<file path="src/rtl/nested_walker.sv">
module nested_walker #(
  parameter int PA_W = 52
) (
  input  logic            clk,
  input  logic            rst_n,
  input  logic            req_valid,
  input  logic [PA_W-1:0] req_gpa,
  input  logic [1:0]      req_acc,
  input  logic            req_final,
  input  logic            cfg_en,
  input  logic            cfg_long,
  input  logic            cfg_nxe,
  input  logic [63:0]     cfg_root,
  output logic            busy,
  output logic            mem_valid,
  input  logic            mem_ready,
  output logic            mem_we,
  output logic [PA_W-1:0] mem_addr,
  output logic [63:0]     mem_wdata,
  input  logic            mem_rvalid,
  input  logic [63:0]     mem_rdata,
  output logic            resp_valid,
  output logic            resp_fault,
  output logic [PA_W-1:0] resp_paddr,
  output logic [1:0]      resp_size,
  output logic            resp_wr,
  output logic            resp_ex,
  output logic [63:0]     resp_info,
  output logic [PA_W-1:0] resp_gpa
);
  localparam int PG = 12;
  localparam int IW = 9;
  localparam logic [1:0] ACC_ST = 2'd1;
  localparam logic [1:0] ACC_IF = 2'd2;

  typedef enum logic [2:0] {S_IDLE, S_RD, S_WAIT, S_WB, S_STEP} st_t;

  st_t             st;
  logic [PA_W-1:0] gpa_q, base, ent_addr;
  logic [1:0]      acc_q, lvl, sz_q;
  logic            fin_q, nxe_q, top_pae, leaf_q, u_acc, w_acc, nx_acc;
  logic [63:0]     ent;

  wire unused_root = ^{cfg_root[63:PA_W], cfg_root[4:0]};

  wire [IW-1:0]   idx     = gpa_q[PG + IW*lvl +: IW];
  wire [PA_W-1:0] rd_addr = top_pae ? base + PA_W'({gpa_q[31:30], 3'b000})
                                    : base + PA_W'({idx, 3'b000});

  wire [63:0] e      = mem_rdata;
  wire        ps     = e[7];
  wire        hi_rsv = |e[62:PA_W];
  wire        nx_rsv = e[63] & (top_pae | !nxe_q);
  wire        ps_bad = ps & !top_pae & (lvl == 2'd3);
  wire        lg_rsv = ps & !top_pae & (((lvl == 2'd2) & |e[29:13]) | ((lvl == 2'd1) & |e[20:13]));
  wire        rsv    = hi_rsv | nx_rsv | ps_bad | lg_rsv;
  wire        leaf   = !top_pae & ((lvl == 2'd0) | (ps & ((lvl == 2'd1) | (lvl == 2'd2))));

  function automatic logic [63:0] syndrome(input logic prot, input logic rsvd);
    syndrome = 64'h4;
    syndrome[0]  = prot | rsvd;
    syndrome[3]  = rsvd;
    syndrome[1]  = (acc_q == ACC_ST);
    syndrome[4]  = (acc_q == ACC_IF);
    syndrome[32] = fin_q;
    syndrome[33] = !fin_q;
  endfunction

  logic [PA_W-1:0] leaf_pa;
  always_comb begin
    case (sz_q)
      2'd1:    leaf_pa = {ent[PA_W-1:21], gpa_q[20:0]};
      2'd2:    leaf_pa = {ent[PA_W-1:30], gpa_q[29:0]};
      default: leaf_pa = {ent[PA_W-1:12], gpa_q[11:0]};
    endcase
  end

  wire prot_fail = !u_acc | (nx_acc & (acc_q == ACC_IF)) | (!w_acc & (acc_q == ACC_ST));

  assign busy      = (st != S_IDLE);
  assign mem_valid = (st == S_RD) | (st == S_WB);
  assign mem_we    = (st == S_WB);
  assign mem_addr  = (st == S_WB) ? ent_addr : rd_addr;
  assign mem_wdata = ent | 64'h20;

  always_ff @(posedge clk or negedge rst_n) begin
    if (!rst_n) begin
      st <= S_IDLE; resp_valid <= 1'b0; resp_fault <= 1'b0; resp_paddr <= '0;
      resp_size <= 2'd0; resp_wr <= 1'b0; resp_ex <= 1'b0; resp_info <= '0; resp_gpa <= '0;
      gpa_q <= '0; base <= '0; ent_addr <= '0; acc_q <= '0; lvl <= '0; sz_q <= '0;
      fin_q <= 1'b0; nxe_q <= 1'b0; top_pae <= 1'b0; leaf_q <= 1'b0;
      u_acc <= 1'b0; w_acc <= 1'b0; nx_acc <= 1'b0; ent <= '0;
    end else begin
      resp_valid <= 1'b0;
      case (st)
        S_IDLE: if (req_valid) begin
          gpa_q <= req_gpa; acc_q <= req_acc; fin_q <= req_final; nxe_q <= cfg_nxe;
          u_acc <= 1'b1; w_acc <= 1'b1; nx_acc <= 1'b0;
          if (!cfg_en) begin
            resp_valid <= 1'b1; resp_fault <= 1'b0; resp_paddr <= req_gpa; resp_size <= 2'd0;
            resp_wr <= 1'b1; resp_ex <= 1'b1; resp_info <= '0; resp_gpa <= req_gpa;
          end else begin
            st      <= S_RD;
            top_pae <= !cfg_long;
            lvl     <= cfg_long ? 2'd3 : 2'd2;
            base    <= cfg_long ? {cfg_root[PA_W-1:PG], {PG{1'b0}}} : {cfg_root[PA_W-1:5], 5'b0};
          end
        end
        S_RD: if (mem_ready) begin
          ent_addr <= rd_addr;
          st       <= S_WAIT;
        end
        S_WAIT: if (mem_rvalid) begin
          ent <= e;
          if (!e[0] || rsv) begin
            resp_valid <= 1'b1; resp_fault <= 1'b1; resp_paddr <= '0; resp_size <= 2'd0;
            resp_wr <= 1'b0; resp_ex <= 1'b0; resp_gpa <= gpa_q;
            resp_info <= syndrome(1'b0, e[0]);
            st <= S_IDLE;
          end else begin
            if (!top_pae) begin
              u_acc <= u_acc & e[2]; w_acc <= w_acc & e[1]; nx_acc <= nx_acc | e[63];
            end
            leaf_q <= leaf;
            sz_q   <= (ps && lvl == 2'd2) ? 2'd2 : (ps && lvl == 2'd1) ? 2'd1 : 2'd0;
            st     <= (!top_pae && !e[5]) ? S_WB : S_STEP;
          end
        end
        S_WB: if (mem_ready) st <= S_STEP;
        S_STEP: begin
          if (leaf_q) begin
            resp_valid <= 1'b1; resp_fault <= prot_fail; resp_gpa <= gpa_q;
            resp_paddr <= prot_fail ? '0 : leaf_pa;
            resp_size  <= prot_fail ? 2'd0 : sz_q;
            resp_wr    <= !prot_fail & w_acc;
            resp_ex    <= !prot_fail & !nx_acc;
            resp_info  <= prot_fail ? syndrome(1'b1, 1'b0) : 64'h0;
            st <= S_IDLE;
          end else begin
            base    <= {ent[PA_W-1:PG], {PG{1'b0}}};
            lvl     <= top_pae ? 2'd1 : lvl - 2'd1;
            top_pae <= 1'b0;
            st      <= S_RD;
          end
        end
        default: st <= S_IDLE;
      endcase
    end
  end

  assert_bypass_R1: assert property (@(posedge clk) disable iff (!rst_n)
    (!busy && req_valid && !cfg_en) |=> (resp_valid && !resp_fault && resp_paddr == $past(req_gpa)));
  assert_idle_quiet_R1: assert property (@(posedge clk) disable iff (!rst_n)
    !busy |-> !mem_valid);
  assert_align_R2: assert property (@(posedge clk) disable iff (!rst_n)
    mem_valid |-> (mem_addr[2:0] == 3'b000));
  assert_wb_after_read_R8: assert property (@(posedge clk) disable iff (!rst_n)
    (mem_valid && mem_we && !$past(mem_valid && mem_we)) |-> $past(mem_rvalid));
  assert_syndrome_R11: assert property (@(posedge clk) disable iff (!rst_n)
    (resp_valid && resp_fault) |-> (resp_info[2] && (resp_info[32] ^ resp_info[33])
                                    && (!resp_info[3] || resp_info[0])));
  assert_offset_R12: assert property (@(posedge clk) disable iff (!rst_n)
    (resp_valid && !resp_fault) |-> (resp_paddr[11:0] == resp_gpa[11:0]));
  assert_hold_R13: assert property (@(posedge clk) disable iff (!rst_n)
    (mem_valid && !mem_ready) |=> (mem_valid && $stable(mem_addr) && $stable(mem_we)));
endmodule

</file>
<file path="config.mk">
export PLATFORM = sky130hd
export DESIGN_NAME = nested_walker
export DESIGN_NICKNAME = d
export VERILOG_FILES = /design/src/rtl/nested_walker.sv
export SDC_FILE = /design/constraint.sdc
export NUM_CORES = 1
export LEC_CHECK = 0
export BUFFER_PORTS_ARGS = -buffer_cell sky130_fd_sc_hd__buf_2
export CAP_MARGIN = 20
export CORE_MARGIN = 2
export CORE_UTILIZATION = 45
export CTS_BUF_LIST = sky130_fd_sc_hd__clkbuf_8
export CTS_CLUSTER_DIAMETER = 50
export DETAILED_ROUTE_END_ITERATION = 6
export HOLD_SLACK_MARGIN = 0.06
export PLACE_DENSITY_LB_ADDON = 0.08
export SLEW_MARGIN = 20
export SYNTH_ARGS = -nofsm -noshare
export SYNTH_HDL_FRONTEND = slang
export SYNTH_SLANG_ARGS = --single-unit
export TNS_END_PERCENT = 30
</file>
<file path="constraint.sdc">
create_clock -name clk -period 4.3 [get_ports clk]
set_input_delay 0.215 -clock clk [delete_from_list [all_inputs] [get_ports clk]]
set_output_delay 0.215 -clock clk [all_outputs]
set_load 0.01 [all_outputs]
</file>
==> flow_summary.toml, run 1 <==
[critical_path]
critPathSlowestCell = "sky130_fd_sc_hd__mux4_2"
cp_class = "register to output port"
worst-path-buf-inv = 2
critPathLaunchType = "register"
r2r.worst_path.cells = 12
reg2reg_from = "lvl[0]"
cpLargestDelayFamily = "simple AND/OR/NAND/NOR gates"
crit_required_ns = 4.09
crit_fanout = 20
rr_endpoint = "ent_addr[43]"
register_to_register_setup_slack_ns = 0.96
crit_path_max_incr_delay_ns = 0.53
crit_path_cell_trace = "mux4_2 -> and2_1 -> ha_1 -> o211a_1 -> and3_1 -> nand4_1 -> buf_4 -> or4_1 -> a31oi_2 -> buf_2"
crit_path_end_kind = "output port"
worstPathArrival_ns = 3.92

[synth]
combinational_family_with_the_most_area_after_synthesis = "simple AND/OR/NAND/NOR gates"
async_reset_ff_share_pct = 100.0
synth-simple-area-share_pct = 22.06
netlist-cell-type-count = 66
number_of_enable_flip_flop_cells_after_synthesis = 0
synth_compound_gate_area_share_pct = 10.30
post_synth_inst_count = 1954
synth.yosys.warnings = 0
synth_largest_area_cell = "sky130_fd_sc_hd__dfrtp_1"
synth_xor_area_share_pct = 1.245
synth_area_leaders = "sky130_fd_sc_hd__dfrtp_1 (49%), sky130_fd_sc_hd__nand2_1 (15%), sky130_fd_sc_hd__mux2_2 (4.4%), sky130_fd_sc_hd__o21ai_0 (3.3%), sky130_fd_sc_hd__mux2_1 (2.9%)"
synth.area.mux_share_pct = 10.64
yosysTopAreaCellShare_pct = 48.82
synth_top_flop_cell = "sky130_fd_sc_hd__dfrtp_1"
synth.yosys.seq_area_share_pct = 48.82
mappedNetlistArea_um2 = 17580
avgSynthCellArea_um2 = 8.997
synth-adder-area-share_pct = 1.039
ys_seq_elements = 343

[clock_tree]
clock_path_buffers = 3
cts.reportedPaths.clkPinSlew_ns = 0.06
tritoncts_buffers = 59
number_of_sinks_driven_by_the_clock_tree = 343
insertion_delay_ns = 0.66
cts-htree-levels = 2
clock_tree_from_tritoncts = "done"
cts_root_buf = "sky130_fd_sc_hd__clkbuf_8"

[global_route]
grt_pass1_wl_mm = 92.16
grt_antenna_before_repair = 4
via_count_of_the_first_global_routing_pass = 15930
track_usage_pct = 29.09
pin_count_of_the_biggest_net_entering_global_routing = 116
global_route.overflow_total = 0

[timing]
max_freq_mhz = 241.8
max_slew_headroom_pct = 35.45
timing.clock.skew_ns = 0.03921
maxSlewViolCount = 0
tightestPinTransition_ns = 0.9673
worst_case_setup_margin_in_the_final_layout_ns = 0.1641
finalCritPeriodShare_pct = 96.18
period_needed_ns = 4.136
final.setup.tns_ns = 0
setup_violations = 0
grt_setup_unrepaired = "false"
hold_violations = 0

[layout]
syn2layout_area_growth_pct = 30.72
post_route_cells_drive_above_1_share_pct = 24.81
commonest_cells_after_routing_fill_and_taps_aside = "sky130_fd_sc_hd__nand2_1 (704), sky130_fd_sc_hd__buf_2 (406), sky130_fd_sc_hd__dfrtp_1 (341)"
nets = 2720
postLayoutCoreUtil_pct = 59.47
layout.cells.most_common = "sky130_fd_sc_hd__nand2_1"
fillCellCount = 3430

[floorplanning]
chipHeight_um = 201.7
die_area_um2 = 40660
floorplan.die.width_um = 201.7
fp-row-count = 72
floorplan.core_area_um2 = 38650
pin_count = 484
initial_utilization_pct = 45.49

[placed_design]
gp_routability_congestion = 0.8897
port_buffers = 405
hpwlAfterDp_mm = 41.22
post-place-ws_ns = 0.3435

[detailed_routing]
routed_wire_length_per_instance_um = 19.46
detailroute.via_count = 16190
dr.first_iter.drc_count = 1083
drc = 0
drt_first_pass_iters = 5
ant_nets = 0
average_via_count_per_standard_cell = 5.262
routed_wirelength_mm = 59.87

[worst_hold_path]
hold_end = "resp_info[2]"
hp-class = "input pin to register"
hold_path_depth = 4
min_from = "cfg_en"

[job]
max-cap-violations = 0

[outcome]
outcome = "finished, final reports clean"

[power_and_ir_drop]
power.density_nw_per_um2 = 698.5
power.ir.vdd_worst_uv = 372.3
p_leak_nw = 11.47
## worst reg2reg max path: stages (launching register included)
cell                        delay [ns]
sky130_fd_sc_hd__dfrtp_4          0.54
sky130_fd_sc_hd__mux4_2           0.35
sky130_fd_sc_hd__and2_1           0.16
sky130_fd_sc_hd__ha_2             0.20
sky130_fd_sc_hd__inv_1            0.05
sky130_fd_sc_hd__fa_1             0.38
sky130_fd_sc_hd__nand2b_1         0.19
sky130_fd_sc_hd__a21o_4           0.28
sky130_fd_sc_hd__buf_4            0.16
sky130_fd_sc_hd__a2111oi_4        0.38
sky130_fd_sc_hd__buf_4            0.20
sky130_fd_sc_hd__a211oi_1         0.07
sky130_fd_sc_hd__a211o_1          0.29
## metal layers
layer / vias to the layer above / global-route usage [%] / routed length, um
met5: - / 0 / 24
met3: 124 / 5.928 / 3966
met1: 7902 / 39.62 / 25950
li1: 7609 / - / -
met4: 4 / 10.43 / 1902
met2: 552 / 46.19 / 28020
## flip-flops by register name, indices dropped and copies added (netlist names), 2 cells and up
register    flops
ent            63
gpa_q          52
resp_gpa       52
resp_paddr     52
ent_addr       49
base           47
resp_info       7
st              3
acc_q           2
lvl             2
resp_size       2
sz_q            2
## timing repair
action,in CTS,in global routing
endpoints found under the setup margin,32,23
hold buffers,178,0
resized for setup,5,17
buffers inserted,1,11
hold endpoints to repair,388,0
pin swaps,1,2
cloned,0,1
## cell families after synthesis
logic type | after synthesis
compound gates | 281
xor+xnor | 25
fa+ha+maj | 14
buf+inv | 197
flops | 343
mux | 165
other cells | 2
simple gates | 927
## Yosys cell counts (all sizes together), types with 6 or more instances
cell and number:
dfrtp 343, a31oi 26, inv 17, nor2 77, nand4 21, mux4 6, o21ai 116, nor4 6
mux2 115, a22oi 23, buf 96, xor2 9, nand3 31, a211oi 8, nand3b 8, a211o 8
nand2b 7, clkbuf 83, or3 9, nor4b 6, a21oi 34, and3 10, o31ai 8, and4 6
a22o 16, and2 13, ha 13, or4 7, o211ai 7, nand2 707, mux2i 44, a2111oi 9
xnor2 16
## worst max-delay path by stage
stage	from	to	slack, ns	depth (start not counted)
final	lvl[0]	mem_addr[42]	0.16	10
after global routing	lvl[0]	mem_addr[43]	0.02	13
after CTS	lvl[0]	mem_addr[37]	0.006	12
after detailed placement	lvl[0]	mem_addr[42]	0.34	10
after global placement	lvl[0]	mem_addr[45]	0.45	9
after floorplan	lvl[0]	mem_addr[36]	0.72	11
## power breakdown
group	switching [W]	internal, W
logic	0.00394	0.00284
registers	0.00152	0.00474
clock network	0.00140	0.00161
total	0.00686	0.00919
## per-stage QoR
step	total power, W	area, um^2	hold slack, ns	cells
floorplan	0.009875	17800	-0.08059	2013
global placement	0.01262	19790	0.3684	2781
detailed placement	0.01279	19790	0.3676	2781
CTS	0.01599	22770	0.09181	3061
global route	0.01718	22980	0.1571	3075
finish	0.01605	22980	0.1364	3077
## area by class of cell
class | count | area [um^2] | share of cell area [%]
tap | 518 | 648.1 | 2.820
clock buffer | 79 | 1087 | 4.731
sequential | 343 | 8588 | 37.37
inverter | 18 | 67.56 | 0.2940
timing repair buffer | 620 | 4129 | 17.97
multi-input combinational | 1473 | 8367 | 36.41
antenna | 4 | 10.01 | 0.04355
clock inverter | 22 | 85.08 | 0.3702
No activity file was read; power rests on OpenSTA's default activity.
==> run 2: changes to the inputs <==
CTS_BUF_LIST = unset   (was sky130_fd_sc_hd__clkbuf_8)
==> flow_summary.toml, run 2 (synthesis gave the netlist of run 1 again) <==
[power_and_ir_drop]
power.switching_fraction_pct = 40.95
p_leak_nw = 11.50
comb_power_share_pct = 39.3
power_report.internal_total_w = 0.01002
power.density_nw_per_um2 = 731.7
totalPowerFinal_w = 0.01696
power.ir.vdd_worst_uv = 436.0
clock_network_fraction_of_design_power_pct = 23.8
power_frac_seq_pct = 36.9
power.switching_w = 0.006947

[layout]
post_route_cells_drive_above_1_share_pct = 24.38
largest-register = "ent"
number_of_flip_flops_under_the_largest_register_name = 63
commonest_cells_after_routing_fill_and_taps_aside = "sky130_fd_sc_hd__nand2_1 (704), sky130_fd_sc_hd__buf_2 (404), sky130_fd_sc_hd__dfrtp_1 (341)"
nets = 2687
syn2layout_area_growth_pct = 31.88
layout.cells.most_common = "sky130_fd_sc_hd__nand2_1"

[timing]
grt_setup_unrepaired = "true"
maxSlewViolCount = 0
hold_violations = 0
setup_violations = 0
max_freq_mhz = 240.8
max_slew_headroom_pct = 34.59
tightestPinTransition_ns = 0.9802
hold-worst-slack_ns = 0.1290
finalCritPeriodShare_pct = 96.56
period_needed_ns = 4.152
timing.clock.skew_ns = 0.01958

[detailed_routing]
detailroute.via_count = 16020
routed_wirelength_mm = 59.24
dr.first_iter.drc_count = 1188
drc = 0
average_via_count_per_standard_cell = 5.271
routed_wire_length_per_instance_um = 19.49
ant_nets = 0
drt_first_pass_iters = 5

[global_route]
via_count_of_the_first_global_routing_pass = 15890
grt_antenna_before_repair = 4
pin_count_of_the_biggest_net_entering_global_routing = 116
grt_pass1_wl_mm = 91.58
track_usage_pct = 28.92
global_route.overflow_total = 0

[outcome]
outcome = "finished, final reports clean"

[critical_path]
crit_required_ns = 4.09
critPathLaunchType = "register"
worstPathArrival_ns = 3.94
register_to_register_setup_slack_ns = 0.90
reg2reg_from = "lvl[0]"
crit_end = "mem_addr[42]"
r2r.worst_path.cells = 12
cp_class = "register to output port"
crit_path_end_kind = "output port"
crit_fanout = 20
crit_start = "lvl[0]"
rr_endpoint = "ent_addr[39]"

[floorplanning]
pin_count = 484
fp-row-count = 72
initial_utilization_pct = 45.49
chipHeight_um = 201.7
floorplan.core_area_um2 = 38650
floorplan.die.width_um = 201.7
die_area_um2 = 40660

[clock_tree]
cts-htree-levels = 2
clock_path_buffers = 3
number_of_sinks_driven_by_the_clock_tree = 343
insertion_delay_ns = 0.57
clock_tree_from_tritoncts = "done"
cts.reportedPaths.clkPinSlew_ns = 0.06
cts_root_buf = "sky130_fd_sc_hd__clkbuf_16"
tritoncts_buffers = 44

[placed_design]
gp_routability_congestion = 0.8897
hpwlAfterDp_mm = 41.22
port_buffers = 405

[worst_hold_path]
hp-class = "input pin to register"
hold_path_depth = 6

[job]
max-cap-violations = 0
==> run 2: changes by cell type in the layout (fill, tap and decap cells not counted), moves of 3 or more <==
cell,delta
sky130_fd_sc_hd__buf_4,-8
sky130_fd_sc_hd__bufinv_16,+7
sky130_fd_sc_hd__clkbuf_1,+3
sky130_fd_sc_hd__clkbuf_16,+46
sky130_fd_sc_hd__clkbuf_8,-72
sky130_fd_sc_hd__clkinv_2,+5
sky130_fd_sc_hd__clkinvlp_4,+5
sky130_fd_sc_hd__dlygate4sd3_1,-8
sky130_fd_sc_hd__ha_1,+5
sky130_fd_sc_hd__ha_4,-4
sky130_fd_sc_hd__inv_1,-20
sky130_fd_sc_hd__inv_6,+3
==> run 2: power by group through the flow <==
| stage | combinational [W] | clock, W | sequential [W] |
|---|---|---|---|
| 2_1_floorplan | 0.00385 | 0 | 0.00603 |
| 3_3_place_gp | 0.00640 | 0 | 0.00621 |
| 3_5_place_dp | 0.00652 | 0 | 0.00628 |
| 4_1_cts | 0.00668 | 0.00411 | 0.00624 |
| 5_1_grt | 0.00737 | 0.00425 | 0.00647 |
| 6_report | 0.00666 | 0.00404 | 0.00626 |
==> run 2: area by class of cell <==
type | count | area (um^2)
Inverter | 18 | 67.56
Tap cell | 518 | 648.1
Clock inverter | 26 | 356.6
Antenna cell | 3 | 7.507
Timing Repair Buffer | 602 | 3979
Fill cell | 3377 | 15460
Multi-Input combinational cell | 1473 | 8279
Clock buffer | 56 | 1259
Sequential cell | 343 | 8588
==> run 2: worst max-delay path, stage by stage, from the launching register on <==
cell and delay, ns:
sky130_fd_sc_hd__dfrtp_4 0.54, sky130_fd_sc_hd__mux4_2 0.54, sky130_fd_sc_hd__and2_1 0.22, sky130_fd_sc_hd__ha_1 0.36, sky130_fd_sc_hd__o211ai_1 0.16, sky130_fd_sc_hd__o211ai_1 0.31
sky130_fd_sc_hd__nand4_1 0.14, sky130_fd_sc_hd__buf_4 0.23, sky130_fd_sc_hd__or4_1 0.44, sky130_fd_sc_hd__a31oi_1 0.24, sky130_fd_sc_hd__buf_2 0.18
==> run 2: what timing repair did <==
item                                    CTS  global route
pin swaps                                 1             0
buffers inserted                          1             2
endpoints found under the setup margin   29            21
gates resized for setup                   3             7
hold buffers                            170             0
endpoints found under the hold margin   384             0
==> run 2: through the flow <==
stage / setup slack [ns] / cell area, um^2 / util (%) / setup TNS (ns) / std cells
2_1_floorplan: 0.7167 / 17800 / - / 0 / 2013
3_3_place_gp: 0.4534 / 19790 / 51.22 / 0 / 2781
3_5_place_dp: 0.3435 / 19790 / 51.22 / 0 / 2781
4_1_cts: 0.01843 / 23120 / 59.83 / 0 / 3034
5_1_grt: -0.05187 / 23180 / 59.98 / -0.05187 / 3038
6_report: 0.1479 / 23180 / 59.99 / 0 / 3039
==> run 2: how the worst min path moves through the flow <==
stage	startpoint	endpoint	slack (ns)
floorplan	rst_n	acc_q[0]	-0.08
global placement	rst_n	ent_addr[44]	0.37
detailed placement	rst_n	ent_addr[44]	0.37
CTS	mem_rvalid	st[1]	0.10
global route	cfg_long	base[6]	0.16
finish	mem_rvalid	st[1]	0.13
==> run 2: per-layer routing <==
layer,part of all wire [%],up-vias,track usage (%),wire length (um)
li1,-,7559,-,-
met4,3.0,4,10.37,1795
met3,6.7,118,5.928,3993
met2,47,589,46.16,27920
met1,43,7750,39.17,25500
met5,0.047,-,0,28
